`config.mk`:
```
export PLATFORM = sky130hd
export DESIGN_NAME = ack_track
export DESIGN_NICKNAME = d
export VERILOG_FILES = /design/src/rtl/ack_track_pkg.sv /design/src/rtl/ack_track_popcnt.sv /design/src/rtl/ack_track_dec.sv /design/src/rtl/ack_track_next.sv /design/src/rtl/ack_track.sv
export SDC_FILE = /design/constraint.sdc
export NUM_CORES = 1
export LEC_CHECK = 0
export BUFFER_PORTS_ARGS = -buffer_cell sky130_fd_sc_hd__buf_2
export CAP_MARGIN = 10
export CELL_PAD_IN_SITES_DETAIL_PLACEMENT = 0
export CELL_PAD_IN_SITES_GLOBAL_PLACEMENT = 2
export CORE_MARGIN = 8
export CORE_UTILIZATION = 31
export DETAILED_ROUTE_END_ITERATION = 6
export GPL_TIMING_DRIVEN = 0
export PLACE_DENSITY_LB_ADDON = 0.2
export SYNTH_ARGS = -nofsm -noshare
export SYNTH_HDL_FRONTEND = slang
export SYNTH_HIERARCHICAL = 1
export SYNTH_SLANG_ARGS = --single-unit
```
`constraint.sdc`:
```
create_clock -name clk -period 5.98 [get_ports clk]
set_input_delay 0.897 -clock clk [delete_from_list [all_inputs] [get_ports clk]]
set_output_delay 0.897 -clock clk [all_outputs]
set_load 0.05 [all_outputs]
```
`src/rtl/ack_track_pkg.sv`:
```
package ack_track_pkg;

    // One operation acts per cycle; the order below is the priority order.
    typedef enum logic [2:0] {
        OP_IDLE   = 3'd0,
        OP_BULK   = 3'd1,
        OP_RESYNC = 3'd2,
        OP_DLV    = 3'd3,
        OP_ONE    = 3'd4,
        OP_EOI    = 3'd5
    } op_e;

    typedef struct packed {
        logic bulk;
        logic resync;
        logic dlv;
        logic one;
        logic eoi;
    } req_t;

    function automatic op_e pick_op(req_t r);
        op_e o;
        if (r.bulk)        o = OP_BULK;
        else if (r.resync) o = OP_RESYNC;
        else if (r.dlv)    o = OP_DLV;
        else if (r.one)    o = OP_ONE;
        else if (r.eoi)    o = OP_EOI;
        else               o = OP_IDLE;
        return o;
    endfunction

endpackage

```
`src/rtl/ack_track_popcnt.sv`:
```
module ack_track_popcnt #(
    parameter int W  = 16,
    parameter int CW = 5
) (
    input  logic [W-1:0]  vec,
    output logic [CW-1:0] ones
);
    always_comb begin
        ones = '0;
        for (int i = 0; i < W; i++) begin
            ones = ones + CW'(vec[i]);
        end
    end
endmodule

```
`src/rtl/ack_track_dec.sv`:
```
module ack_track_dec #(
    parameter int NDEST = 16,
    parameter int IDX_W = 4
) (
    input  logic [IDX_W-1:0] idx,
    output logic [NDEST-1:0] hot
);
    // Indices at or above NDEST produce an all-zero vector.
    for (genvar g = 0; g < NDEST; g++) begin : g_bit
        assign hot[g] = (idx == IDX_W'(g));
    end
endmodule

```
`src/rtl/ack_track_next.sv`:
```
module ack_track_next
    import ack_track_pkg::*;
#(
    parameter int NDEST = 16,
    parameter int CNT_W = 5
) (
    input  op_e                     op,
    input  logic [NDEST-1:0]        cur_map,
    input  logic [CNT_W-1:0]        cur_cnt,
    input  logic [NDEST-1:0]        view_map,
    input  logic [CNT_W-1:0]        view_cnt,
    input  logic [NDEST-1:0]        dlv_map,
    input  logic signed [CNT_W:0]   dlv_result,
    input  logic [NDEST-1:0]        one_hot,
    input  logic                    one_pending,
    input  logic [NDEST-1:0]        eoi_hot,
    output logic [NDEST-1:0]        nxt_map,
    output logic [CNT_W-1:0]        nxt_cnt
);
    localparam logic [CNT_W-1:0]      CNT_MAX  = CNT_W'(NDEST);
    localparam logic signed [CNT_W:0] RES_MAX  = $signed({1'b0, CNT_MAX});

    logic one_bit;
    logic eoi_bit;
    logic underflow;

    assign one_bit = |(cur_map & one_hot);
    assign eoi_bit = |(cur_map & eoi_hot);

    always_comb begin
        nxt_map   = cur_map;
        nxt_cnt   = cur_cnt;
        underflow = 1'b0;
        unique case (op)
            OP_BULK: begin
                nxt_map = '0;
                nxt_cnt = '0;
            end
            OP_RESYNC: begin
                nxt_map = view_map;
                nxt_cnt = view_cnt;
            end
            OP_DLV: begin
                nxt_map = dlv_map;
                if (dlv_result[CNT_W])
                    nxt_cnt = '0;
                else if (dlv_result > RES_MAX)
                    nxt_cnt = CNT_MAX;
                else
                    nxt_cnt = dlv_result[CNT_W-1:0];
            end
            OP_ONE: begin
                if (|one_hot) begin
                    if (one_pending && !one_bit) begin
                        nxt_map = cur_map | one_hot;
                        if (cur_cnt != CNT_MAX)
                            nxt_cnt = cur_cnt + 1'b1;
                    end else if (!one_pending && one_bit) begin
                        if (cur_cnt == '0) begin
                            underflow = 1'b1;
                        end else begin
                            nxt_map = cur_map & ~one_hot;
                            nxt_cnt = cur_cnt - 1'b1;
                        end
                    end
                end
            end
            OP_EOI: begin
                if (eoi_bit) begin
                    if (cur_cnt == '0) begin
                        underflow = 1'b1;
                    end else begin
                        nxt_map = cur_map & ~eoi_hot;
                        nxt_cnt = cur_cnt - 1'b1;
                    end
                end
            end
            default: ;
        endcase
        if (underflow) begin
            nxt_map = view_map;
            nxt_cnt = view_cnt;
        end
    end
endmodule

```
`src/rtl/ack_track.sv`:
```
module ack_track
    import ack_track_pkg::*;
#(
    parameter int NDEST = 16,
    parameter int CNT_W = $clog2(NDEST + 1),
    parameter int IDX_W = $clog2(NDEST)
) (
    input  logic                   clk,
    input  logic                   rst,
    input  logic                   bulk_clr,
    input  logic                   resync_req,
    input  logic [NDEST-1:0]       resync_view,
    input  logic                   dlv_valid,
    input  logic [NDEST-1:0]       dlv_map,
    input  logic signed [CNT_W:0]  dlv_result,
    input  logic                   one_valid,
    input  logic [IDX_W-1:0]       one_dest,
    input  logic                   one_pending,
    input  logic                   eoi_valid,
    input  logic [IDX_W-1:0]       eoi_dest,
    output logic [NDEST-1:0]       pend_map,
    output logic [CNT_W-1:0]       pend_cnt,
    output logic                   coalesce
);
    req_t             req;
    op_e              op;
    logic [NDEST-1:0] map_q, map_d;
    logic [CNT_W-1:0] cnt_q, cnt_d;
    logic [CNT_W-1:0] view_cnt;
    logic [NDEST-1:0] one_hot, eoi_hot;

    assign req = '{bulk: bulk_clr, resync: resync_req, dlv: dlv_valid,
                   one: one_valid, eoi: eoi_valid};
    assign op  = pick_op(req);

    ack_track_popcnt #(.W(NDEST), .CW(CNT_W)) u_pop (
        .vec  (resync_view),
        .ones (view_cnt)
    );

    ack_track_dec #(.NDEST(NDEST), .IDX_W(IDX_W)) u_dec_one (
        .idx (one_dest),
        .hot (one_hot)
    );

    ack_track_dec #(.NDEST(NDEST), .IDX_W(IDX_W)) u_dec_eoi (
        .idx (eoi_dest),
        .hot (eoi_hot)
    );

    ack_track_next #(.NDEST(NDEST), .CNT_W(CNT_W)) u_next (
        .op          (op),
        .cur_map     (map_q),
        .cur_cnt     (cnt_q),
        .view_map    (resync_view),
        .view_cnt    (view_cnt),
        .dlv_map     (dlv_map),
        .dlv_result  (dlv_result),
        .one_hot     (one_hot),
        .one_pending (one_pending),
        .eoi_hot     (eoi_hot),
        .nxt_map     (map_d),
        .nxt_cnt     (cnt_d)
    );

    always_ff @(posedge clk) begin
        if (rst) begin
            map_q <= '0;
            cnt_q <= '0;
        end else begin
            map_q <= map_d;
            cnt_q <= cnt_d;
        end
    end

    assign pend_map = map_q;
    assign pend_cnt = cnt_q;
    assign coalesce = (cnt_q != '0);
endmodule

```
* Word-level counts from Yosys, hierarchy flattened
Index checks and enable logic that the tools add are counted.
** Storage, ports and cells
- Bits in registers :: 21
- Latch bits :: 0
- Bits in writable memories :: 0
- Memory bits (read-only) :: 0
- Output and inout port bits :: 22
- Word-level logic and storage cells :: 112
- Memories kept :: 0
** Operators by class
- Add/subtract/negate cells :: 17
- Multipliers :: 0
- Div/mod/pow operators :: 0
- Magnitude comparators :: 1
- Equal/unequal tests :: 42
- Shifts and indexed selects :: 0
- Mux-type cells :: 29
- Bitwise logic cells :: 7
- Reduce and logical (&&, ||, !) cells :: 14
** Operators by type and width (count)
- 16-bit 2-to-1 mux :: 7
- 16-bit case mux with 5 select lines :: 1
- 5-bit by 1-bit adder with 5-bit output :: 14
- 16-bit bitwise AND :: 4
- 4-bit equality test, second input constant :: 16
- 16-bit OR reduction :: 3
- 5-bit 2-to-1 mux :: 9
- 4-bit by 3-bit equality test with 1-bit output, second input constant :: 8
- 16-bit NOT :: 2
- 5-bit case mux with 5 select lines :: 1
- 4-bit by 2-bit equality test with 1-bit output, second input constant :: 4
- 16-bit OR :: 1
- 3-bit 2-to-1 mux :: 5
- 4-bit by 1-bit equality test with 1-bit output, second input constant :: 2
- 4-bit logical NOT :: 2
- 3-bit by 2-bit equality test with 1-bit output, second input constant :: 2
- 3-bit equality test, second input constant :: 2
- 6-bit greater-than comparator, second input constant :: 1
- 3-bit by 1-bit inequality test with 1-bit output, second input constant :: 2
- 6-bit AND reduction :: 1
- 6-bit nonzero test :: 1
- 5-bit by 1-bit adder with 5-bit output, second input constant :: 1
- 5-bit logical NOT :: 1
- 1-bit 2-to-1 mux :: 5
- 13 further kinds :: 15

* Depth between registers and ports, before layout
Gate-level depths: netlist of the first run.
- Depth in word-level cells :: 17
- Mapped depth :: 16
- Mapped depth without buffers :: 16

* Modules after synthesis
The synthesis of the first run kept the hierarchy.
** By module, submodules not included
- ack_track_next :: times used 1, cells an instance 289, area an instance 1789.2 µm²
- ack_track :: times used 1, cells an instance 54, area an instance 611.8 µm²
- ack_track_dec :: times used 2, cells an instance 20, area an instance 226.5 µm²
- ack_track_popcnt :: times used 1, cells an instance 47, area an instance 407.9 µm²

* Worst setup path after synthesis of the first run
OpenSTA, ideal clock, no wires.
- Path type :: input to register
- Start :: input resync_view[11]
- End :: register cnt_q[2] (netlist: pend_cnt[2])
- Setup time :: 0.118 ns
- Data arrival time :: 4.429 ns
- Slack :: 1.433 ns
- Cell stages on the path :: 14
- Cell sequence :: inv_1 -> fa_1 -> fa_1 -> fa_1 -> fa_1 -> inv_1 -> ha_1 -> inv_1 -> fa_1 -> xnor2_1 -> a221o_1 -> a311oi_1 -> a31oi_1 -> nor2b_1
** On the way
- Cells in the longest elaborated chain, start to end :: 7
** Ends and longest elaborated chain
- start, declared :: RTL line ack_track.sv:12 : input logic [NDEST-1:0] resync_view,
- 5-bit by 1-bit adder with 5-bit output * (5 in series) :: RTL line ack_track_popcnt.sv:11 : ones = ones + CW'(vec[i]);
- named net view_cnt[2] :: RTL line ack_track.sv:29 : logic [CNT_W-1:0] view_cnt;
- 5-bit case mux with 5 select lines :: RTL line ack_track_next.sv:34 : unique case (op)
- 5-bit 2-to-1 mux * :: RTL line ack_track_next.sv:80 : if (underflow) begin
- named net cnt_d[2] :: RTL line ack_track.sv:28 : logic [CNT_W-1:0] cnt_q, cnt_d;
- end signal, assigned :: RTL line ack_track.sv:72 : cnt_q <= cnt_d;
- end, declared :: RTL line ack_track.sv:28
Mark *: on every way through the listed nets, which the timed path passes. The rest lies on a longest branch.
A chain may end at the register's enable or synchronous reset.

* Worst setup path after layout of the first run
- Start :: input resync_view[11]
- End :: register cnt_q[1] (netlist: pend_cnt[1])
The elaborated chain is that of the path after synthesis.

==> results.txt, run 1 <==
Status - complete, no violations
Leak - 1.71 nW
Sw Pwr - 0.348 mW
Crit. End Element - flip-flop
Core area - 0.0103 sq mm
Number of diodes - 0
Syn_nets - 502
Switching share of power - 48.1%
Most used cell, CP - fa_1
CTS Hold Bufs - 0
GR Util All Layers - 18.4%
H-tree Lvls - 1
Final Slew Violations - 0
Initial antenna violation count - 0
Final hold vios - 0
Via count - 3810
Largest cells by area after synthesis - dfxtp_1 13%, fa_1 6.1%, nand2_1 5.4%, a21oi_1 5.4%, nor2b_1 4.4%
Max rail drop VDD - 0.168 mV
Width of the die - 119 um
Initial DRT Pass Iterations - 5
Clock buffer depth - 2
Clk network pwr share - 13.0%
Mapped cell area - 0.00326 sq mm
Maxcap violations - 0
CTS tree - done
Final wirelength - 13600 um
Num Clock Sinks - 21
Clk_skew - 5.77 ps
Worst Hold Class - reg -> reg
Internal Power - 0.375 mW
Layout fillers - 1161
Die ar. - 0.0141 sq mm
Post-route design area - 0.00385 sq mm
Port bufs - 75
Worst endpoint required time - 6130 ps
Largest delay contributor family on the critical path - adder cells
IO Count - 76
Vias/cell - 5.91
Num CTS Buffers - 3
Fin crit share - 80.5%
Slowest cell on crit path - fa_1
Share of layout cells above drive strength 1 - 22.6%
Setup bufs post-CTS - 0
Slew @ Worst Pin - 720 ps
Comb power frac - 62.2%
EDFF count, synth - 0
Register area share after synthesis - 12.9%
Layout net count - 582
Setup TNS - 0 ps
Vias in the first global route - 3625
Fmax - 208 MHz
Row count - 37
Final critical-path required period - 4810 ps
Part of the power in registers - 24.7%
Crit Path Max Fanout - 3
Yosys warnings - 6
Asr flop ratio synth - 0%
Worst-path clk slew - 80 ps
1st-iter DRT viols - 334
Top cell type's share of synthesized area - 12.9%
CP max stage delay - 560 ps
DRC Markers - 0
Clock Root Buffer - clkbuf_8
CP startpoint kind - input port
Latest clock arrival within the worst-skew pair - 260 ps
Cell taking the most area after synthesis - dfxtp_1
Routed length per instance - 21.1 um
Final ANT Viol Nets - 0
Final Setup Violations - 0
Placed cell area - 0.00381 sq mm
# resized after CTS - 0
Rel. slew slack - 51.8%
Final Util - 37.5%
Syn Area/Cell - 7.59 sq um
Library cells used by synthesis - 60
Initial Util - 31.7%
Die H - 119 um
Setup Crit Path Kind - in -> reg
First-pass GRT wire length - 20900 um
Gate Count Post-Synth - 430
Grt ovf - 0
Global placement routability congestion - 0.946
Ys flop type - dfxtp_1
Worst path cell trace - buf_2, inv_1, fa_1, fa_1, fa_1, fa_1, inv_1, ha_1, inv_1, fa_1, inv_1, a221o_1, a221oi_1, o21ai_0, nor2b_1
Final HPWL DP - 11100 um
#FFs+latches synth - 21
RSZ-0062 raised after global routing - no
Area delta synth->final - 18.1%
CP bufs+invs - 5
Largest net degree at the start of global routing - 12
Power Density - 188 mW/mm^2
Worst Path Arrival - 4960 ps
final timing paths:
| check | start | endpoint | slack (ps) | cells after the start |
|---|---|---|---|---|
| max | resync_view[11] | pend_cnt[1] | 1170 | 15 |
| min | pend_map[6] | pend_map[6] | 680 | 3 |
| max reg2reg | pend_map[11] | pend_cnt[1] | 2980 | 10 |
| min reg2reg | pend_map[6] | pend_map[6] | 680 | 3 |
synth_stat cells, types with 9 or more instances:
cell / n
nand2_1: 47
inv_1: 31
a22oi_1: 16
a221oi_1: 16
fa_1: 10
a22o_1: 9
a21oi_1: 35
clkbuf_1: 17
o31ai_1: 9
nor2b_1: 23
o21ai_0: 12
dfxtp_1: 21
buf_4: 10
nor2_1: 19
flip-flops by register name, summed over array words and instances, names as in the netlist:
signal and cells:
pend_map 16, pend_cnt 5
through the flow:
step	total power [mW]	setup WS (ps)	hold WS, ps	instances
after global routing	0.777	980	701	645
after detailed placement	0.629	909	657	641
final	0.723	1170	675	645
after floorplan	0.498	1430	823	430
after global placement	0.625	939	664	641
after CTS	0.726	1170	670	645
placed cells by master (no fill, tap or decap), types with 7 or more instances in the layout:
master	instances
inv_1	31
o21ai_0	12
and4b_1	8
buf_2	82
a22oi_1	16
dfxtp_1	21
nor4_1	7
o31ai_1	9
and4bb_1	8
buf_4	10
a22o_1	9
nor4b_2	8
nor2b_1	23
nand3_1	8
nor2_1	19
a21oi_1	35
a221oi_1	16
fa_1	10
ha_1	8
clkbuf_1	18
a221o_1	7
nand2_1	47
power groups by stage:
stage | logic (mW) | clock network [mW] | registers (mW)
3_5_place_dp | 0.447 | 0 | 0.182
4_1_cts | 0.450 | 0.0970 | 0.179
2_1_floorplan | 0.283 | 0 | 0.214
6_report | 0.450 | 0.0943 | 0.179
5_1_grt | 0.493 | 0.104 | 0.181
3_3_place_gp | 0.443 | 0 | 0.182
cells by family after synthesis:
| group | Yosys count | share of synthesized area, % |
|---|---|---|
| AO/OA/AOI/OAI | 143 | 31.3 |
| XOR/XNOR | 2 | 0.537 |
| adder cells (fa/ha/maj) | 18 | 9.21 |
| buffers and inverters | 67 | 9.13 |
| flip-flops | 21 | 12.9 |
| multiplexers | 3 | 0.921 |
| AND/OR/NAND/NOR | 176 | 36.0 |
metal layers:
layer	GRT usage (%)	vias up	wire, um
li1	-	1789	-
met1	25.9	1839	6400
met2	27.9	172	5890
met3	3.71	10	1160
met4	4.27	0	128
met5	0	-	0
area by class of cell:
| cell class | count | area (sq um) | area share (%) |
|---|---|---|---|
| Buffer | 35 | 178 | 4.61 |
| Clock buffer | 4 | 45.0 | 1.17 |
| Inverter | 32 | 120 | 3.12 |
| Multi-Input combinational cell | 342 | 2540 | 66.0 |
| Sequential cell | 21 | 420 | 10.9 |
| Tap cell | 136 | 170 | 4.42 |
| Timing Repair Buffer | 75 | 375 | 9.74 |
worst register-to-register path, stage by stage, from the launching register on:
cell	delay (ps)
dfxtp_1	410
a22oi_1	190
nand2_1	120
nor4_1	630
buf_2	350
nor3_1	110
buf_2	210
nand3b_1	180
a221oi_1	400
o21ai_0	150
nor2b_1	150
Note: power is estimated with default switching activity, not from simulation.
==> inputs of run 2 (changes only) <==
Settings changed: ABC_AREA set to 1, CORE_UTILIZATION 31 to 28.
Clock period 5.98 ns to 4.8 ns, I/O delays scaled along.
==> run 2 against run 1 <==
- register-to-register slack worse by 790 ps
- via count up 17%
- global-route usage down 1.2 points
- clock power up 94%
- synthesized cell count up 63%
- combinational power up 45%
==> results.txt, run 2 <==
Status - complete, no violations
Area delta synth->final - 18.3%
Worst-path clk slew - 60 ps (-20 ps)
Power Density - 243 mW/mm^2 (+29%)
Setup bufs post-CTS - 0 (unchanged)
Worst Hold Class - in -> reg
Final Slew Violations - 0 (unchanged)
Worst Min Path Start - rst
Clock buffer depth - 2 (unchanged)
Final HPWL DP - 12500 um (+13%)
Final hold vios - 0 (unchanged)
Routed length per instance - 15.2 um (-28%)
Asr flop ratio synth - 0% (unchanged)
Most numerous cell in the Yosys netlist - nand2_1
Library cells used by synthesis - 39 (-35%)
Yosys warnings - 6 (unchanged)
Final ANT Viol Nets - 0 (unchanged)
Worst Hold Depth - 2 (-1)
Die H - 131 um (+10%)
Maxcap violations - 0 (unchanged)
Leak - 2.31 nW (+35%)
Core area - 0.0130 sq mm (+27%)
IO Count - 76 (unchanged)
Width of the die - 131 um (+10%)
R2R depth - 12 (+2)
Most common cell after layout, fill and taps aside - nand2_1
Largest cells by area after synthesis - nand2_1 23%, nor2_1 12%, inv_1 11%, dfxtp_1 11%, nand3_1 7.1%
Rel. slew slack - 63.8% (+12 points)
GR Util All Layers - 17.1% (-1.2 points)
Vias in the first global route - 4247 (+17%)
Final Util - 33.5% (-4.0 points)
RR Startpoint - pend_cnt[0]
Initial DRT Pass Iterations - 5 (unchanged)
Register area share after synthesis - 11.4% (-1.5 points)
Num Clock Sinks - 21 (unchanged)
Slew @ Worst Pin - 537 ps (-183 ps)
Initial Util - 28.3% (-3.4 points)
Synth cell count leaders - 225 x nand2_1, 116 x nor2_1, 113 x inv_1
CP startpoint kind - input port
Number of diodes - 0 (unchanged)
H-tree Lvls - 1 (unchanged)
Mapped cell area - 0.00369 sq mm (+13%)
Setup Crit Path Kind - in -> reg
RSZ-0062 raised after global routing - no
DRC Markers - 0 (unchanged)
Worst Path Arrival - 4560 ps (-400 ps)
Num CTS Buffers - 3 (unchanged)
Max rail drop VDD - 0.232 mV (+38%)
Post-route setup slack - 394 ps (-773 ps)
Row count - 42 (+14%)
Most frequent cells in the layout - 225 x nand2_1, 116 x nor2_1, 113 x inv_1
First-pass GRT wire length - 22600 um (+8.3%)
Top cell type's share of synthesized area - 22.9% (+10 points)
Setup WS pre-CTS - 192 ps (-717 ps)
Gate Count Post-Synth - 700 (+63%)
Share of layout cells above drive strength 1 - 15.4% (-7.2 points)
Initial antenna violation count - 0 (unchanged)
Placed cell area - 0.00429 sq mm (+13%)
Die ar. - 0.0171 sq mm (+22%)
Latest clock arrival within the worst-skew pair - 260 ps (about the same)
R2r setup slk - 2190 ps (-790 ps)
Vias/cell - 4.67 (-21%)
Reg-to-reg critical path endpoint - pend_map[3]
Largest register FFs - 16 (unchanged)
Port bufs - 75 (unchanged)
Clock Root Buffer - clkbuf_16
Setup TNS - 0 ps (unchanged)
# resized after CTS - 0 (unchanged)
Global placement routability congestion - 0.900 (-4.9%)
Fmax - 227 MHz
Via count - 4464 (+17%)
Cell taking the most area after synthesis - nand2_1
#FFs+latches synth - 21 (unchanged)
Post-route design area - 0.00437 sq mm (+13%)
Fin cells - 955 (+48%)
Worst Hold End - pend_map[10]
Final Setup Violations - 0 (unchanged)
Layout net count - 852 (+46%)
Grt ovf - 0 (unchanged)
Crit Path Max Fanout - 3 (unchanged)
Dpl cells - 951 (+48%)
Final wirelength - 14500 um (+7.1%)
Worst endpoint required time - 4960 ps (-1170 ps)
CTS tree - done
Fin crit share - 91.8%
EDFF count, synth - 0 (unchanged)
Final critical-path required period - 4410 ps
Clk_skew - 3.33 ps (-2.43 ps)
Crit. End Element - flip-flop
Largest net degree at the start of global routing - 12 (unchanged)
Ys flop type - dfxtp_1
CTS Hold Bufs - 0 (unchanged)
Syn_nets - 772 (+54%)
1st-iter DRT viols - 306 (-8.4%)
Syn Area/Cell - 5.27 sq um (-30%)
==> run 2: cell count changes in the layout (fill, tap and decap cells not counted), sizes merged, moves of 10 or more <==
cell | previous run | this run
o21ai | 18 | 31
nand2 | 47 | 236
nor2 | 19 | 122
a21oi | 36 | 23
nand3 | 8 | 54
inv | 32 | 118
nor4 | 10 | 0
and4bb | 12 | 0
nor2b | 23 | 0
a221oi | 16 | 4
==> run 2: worst max-delay path by stage <==
stage | start | endpoint | slack, ps
after floorplan | resync_view[11] | pend_cnt[2] | 680
after global placement | resync_view[5] | pend_cnt[2] | 200
after detailed placement | resync_view[5] | pend_cnt[2] | 190
after CTS | resync_view[5] | pend_cnt[2] | 460
after global routing | resync_view[11] | pend_cnt[2] | 220
final | resync_view[11] | pend_cnt[2] | 390
==> run 2: worst max-delay path, stage by stage <==
cell	delay (ps)
buf_2	110
inv_1	60
fa_1	560
fa_1	440
fa_1	540
fa_1	430
inv_1	70
ha_1	190
inv_1	70
fa_1	450
xnor2_1	180
nand2_1	90
nand2_1	40
nor2_1	190
o21ai_0	120
inv_1	60
nand2_1	40
nand2_1	60
nand2_1	50
inv_1	50
nor2_1	30
==> run 2: kinds of logic after synthesis <==
family | after synthesis | share of synthesized area, %
buf+inv | 140 | 15.5
compound gates | 82 | 13.8
simple gates | 434 | 50.0
flops | 21 | 11.4
xor+xnor | 5 | 1.19
fa+ha+maj | 18 | 8.14
==> run 2: report_power, final <==
group / internal, mW / total [mW] / leakage (nW) / switching (mW)
combinational: 0.215 / 0.653 / 2.09 / 0.439
clock: 0.114 / 0.183 / 0.0382 / 0.0696
sequential: 0.191 / 0.222 / 0.173 / 0.0314
total: 0.519 / 1.06 / 2.31 / 0.540
==> run 2: cell type report <==
type | instances | area, sq um
Multi-Input combinational cell | 539 | 2700
Inverter | 119 | 447
Sequential cell | 21 | 420
Fill cell | 1560 | 8670
Timing Repair Buffer | 75 | 375
Buffer | 21 | 125
Clock buffer | 4 | 78.8
Tap cell | 176 | 220
==> run 2: stage by stage <==
stage / power, mW / hold WS (ps)
6_report: 1.06 / 676
5_1_grt: 1.15 / 686
4_1_cts: 1.06 / 670
3_5_place_dp: 0.877 / 746
3_3_place_gp: 0.875 / 742
2_1_floorplan: 0.686 / 791
==> run 2: routing by layer <==
metal / track usage [%] / vias to the layer above / wire length [um]
met3: 1.18 / 6 / 675
met5: 0 / - / 0
li1: - / 2335 / -
met4: 3.38 / 0 / 115
met1: 24.8 / 2011 / 7410
met2: 27.2 / 112 / 6340
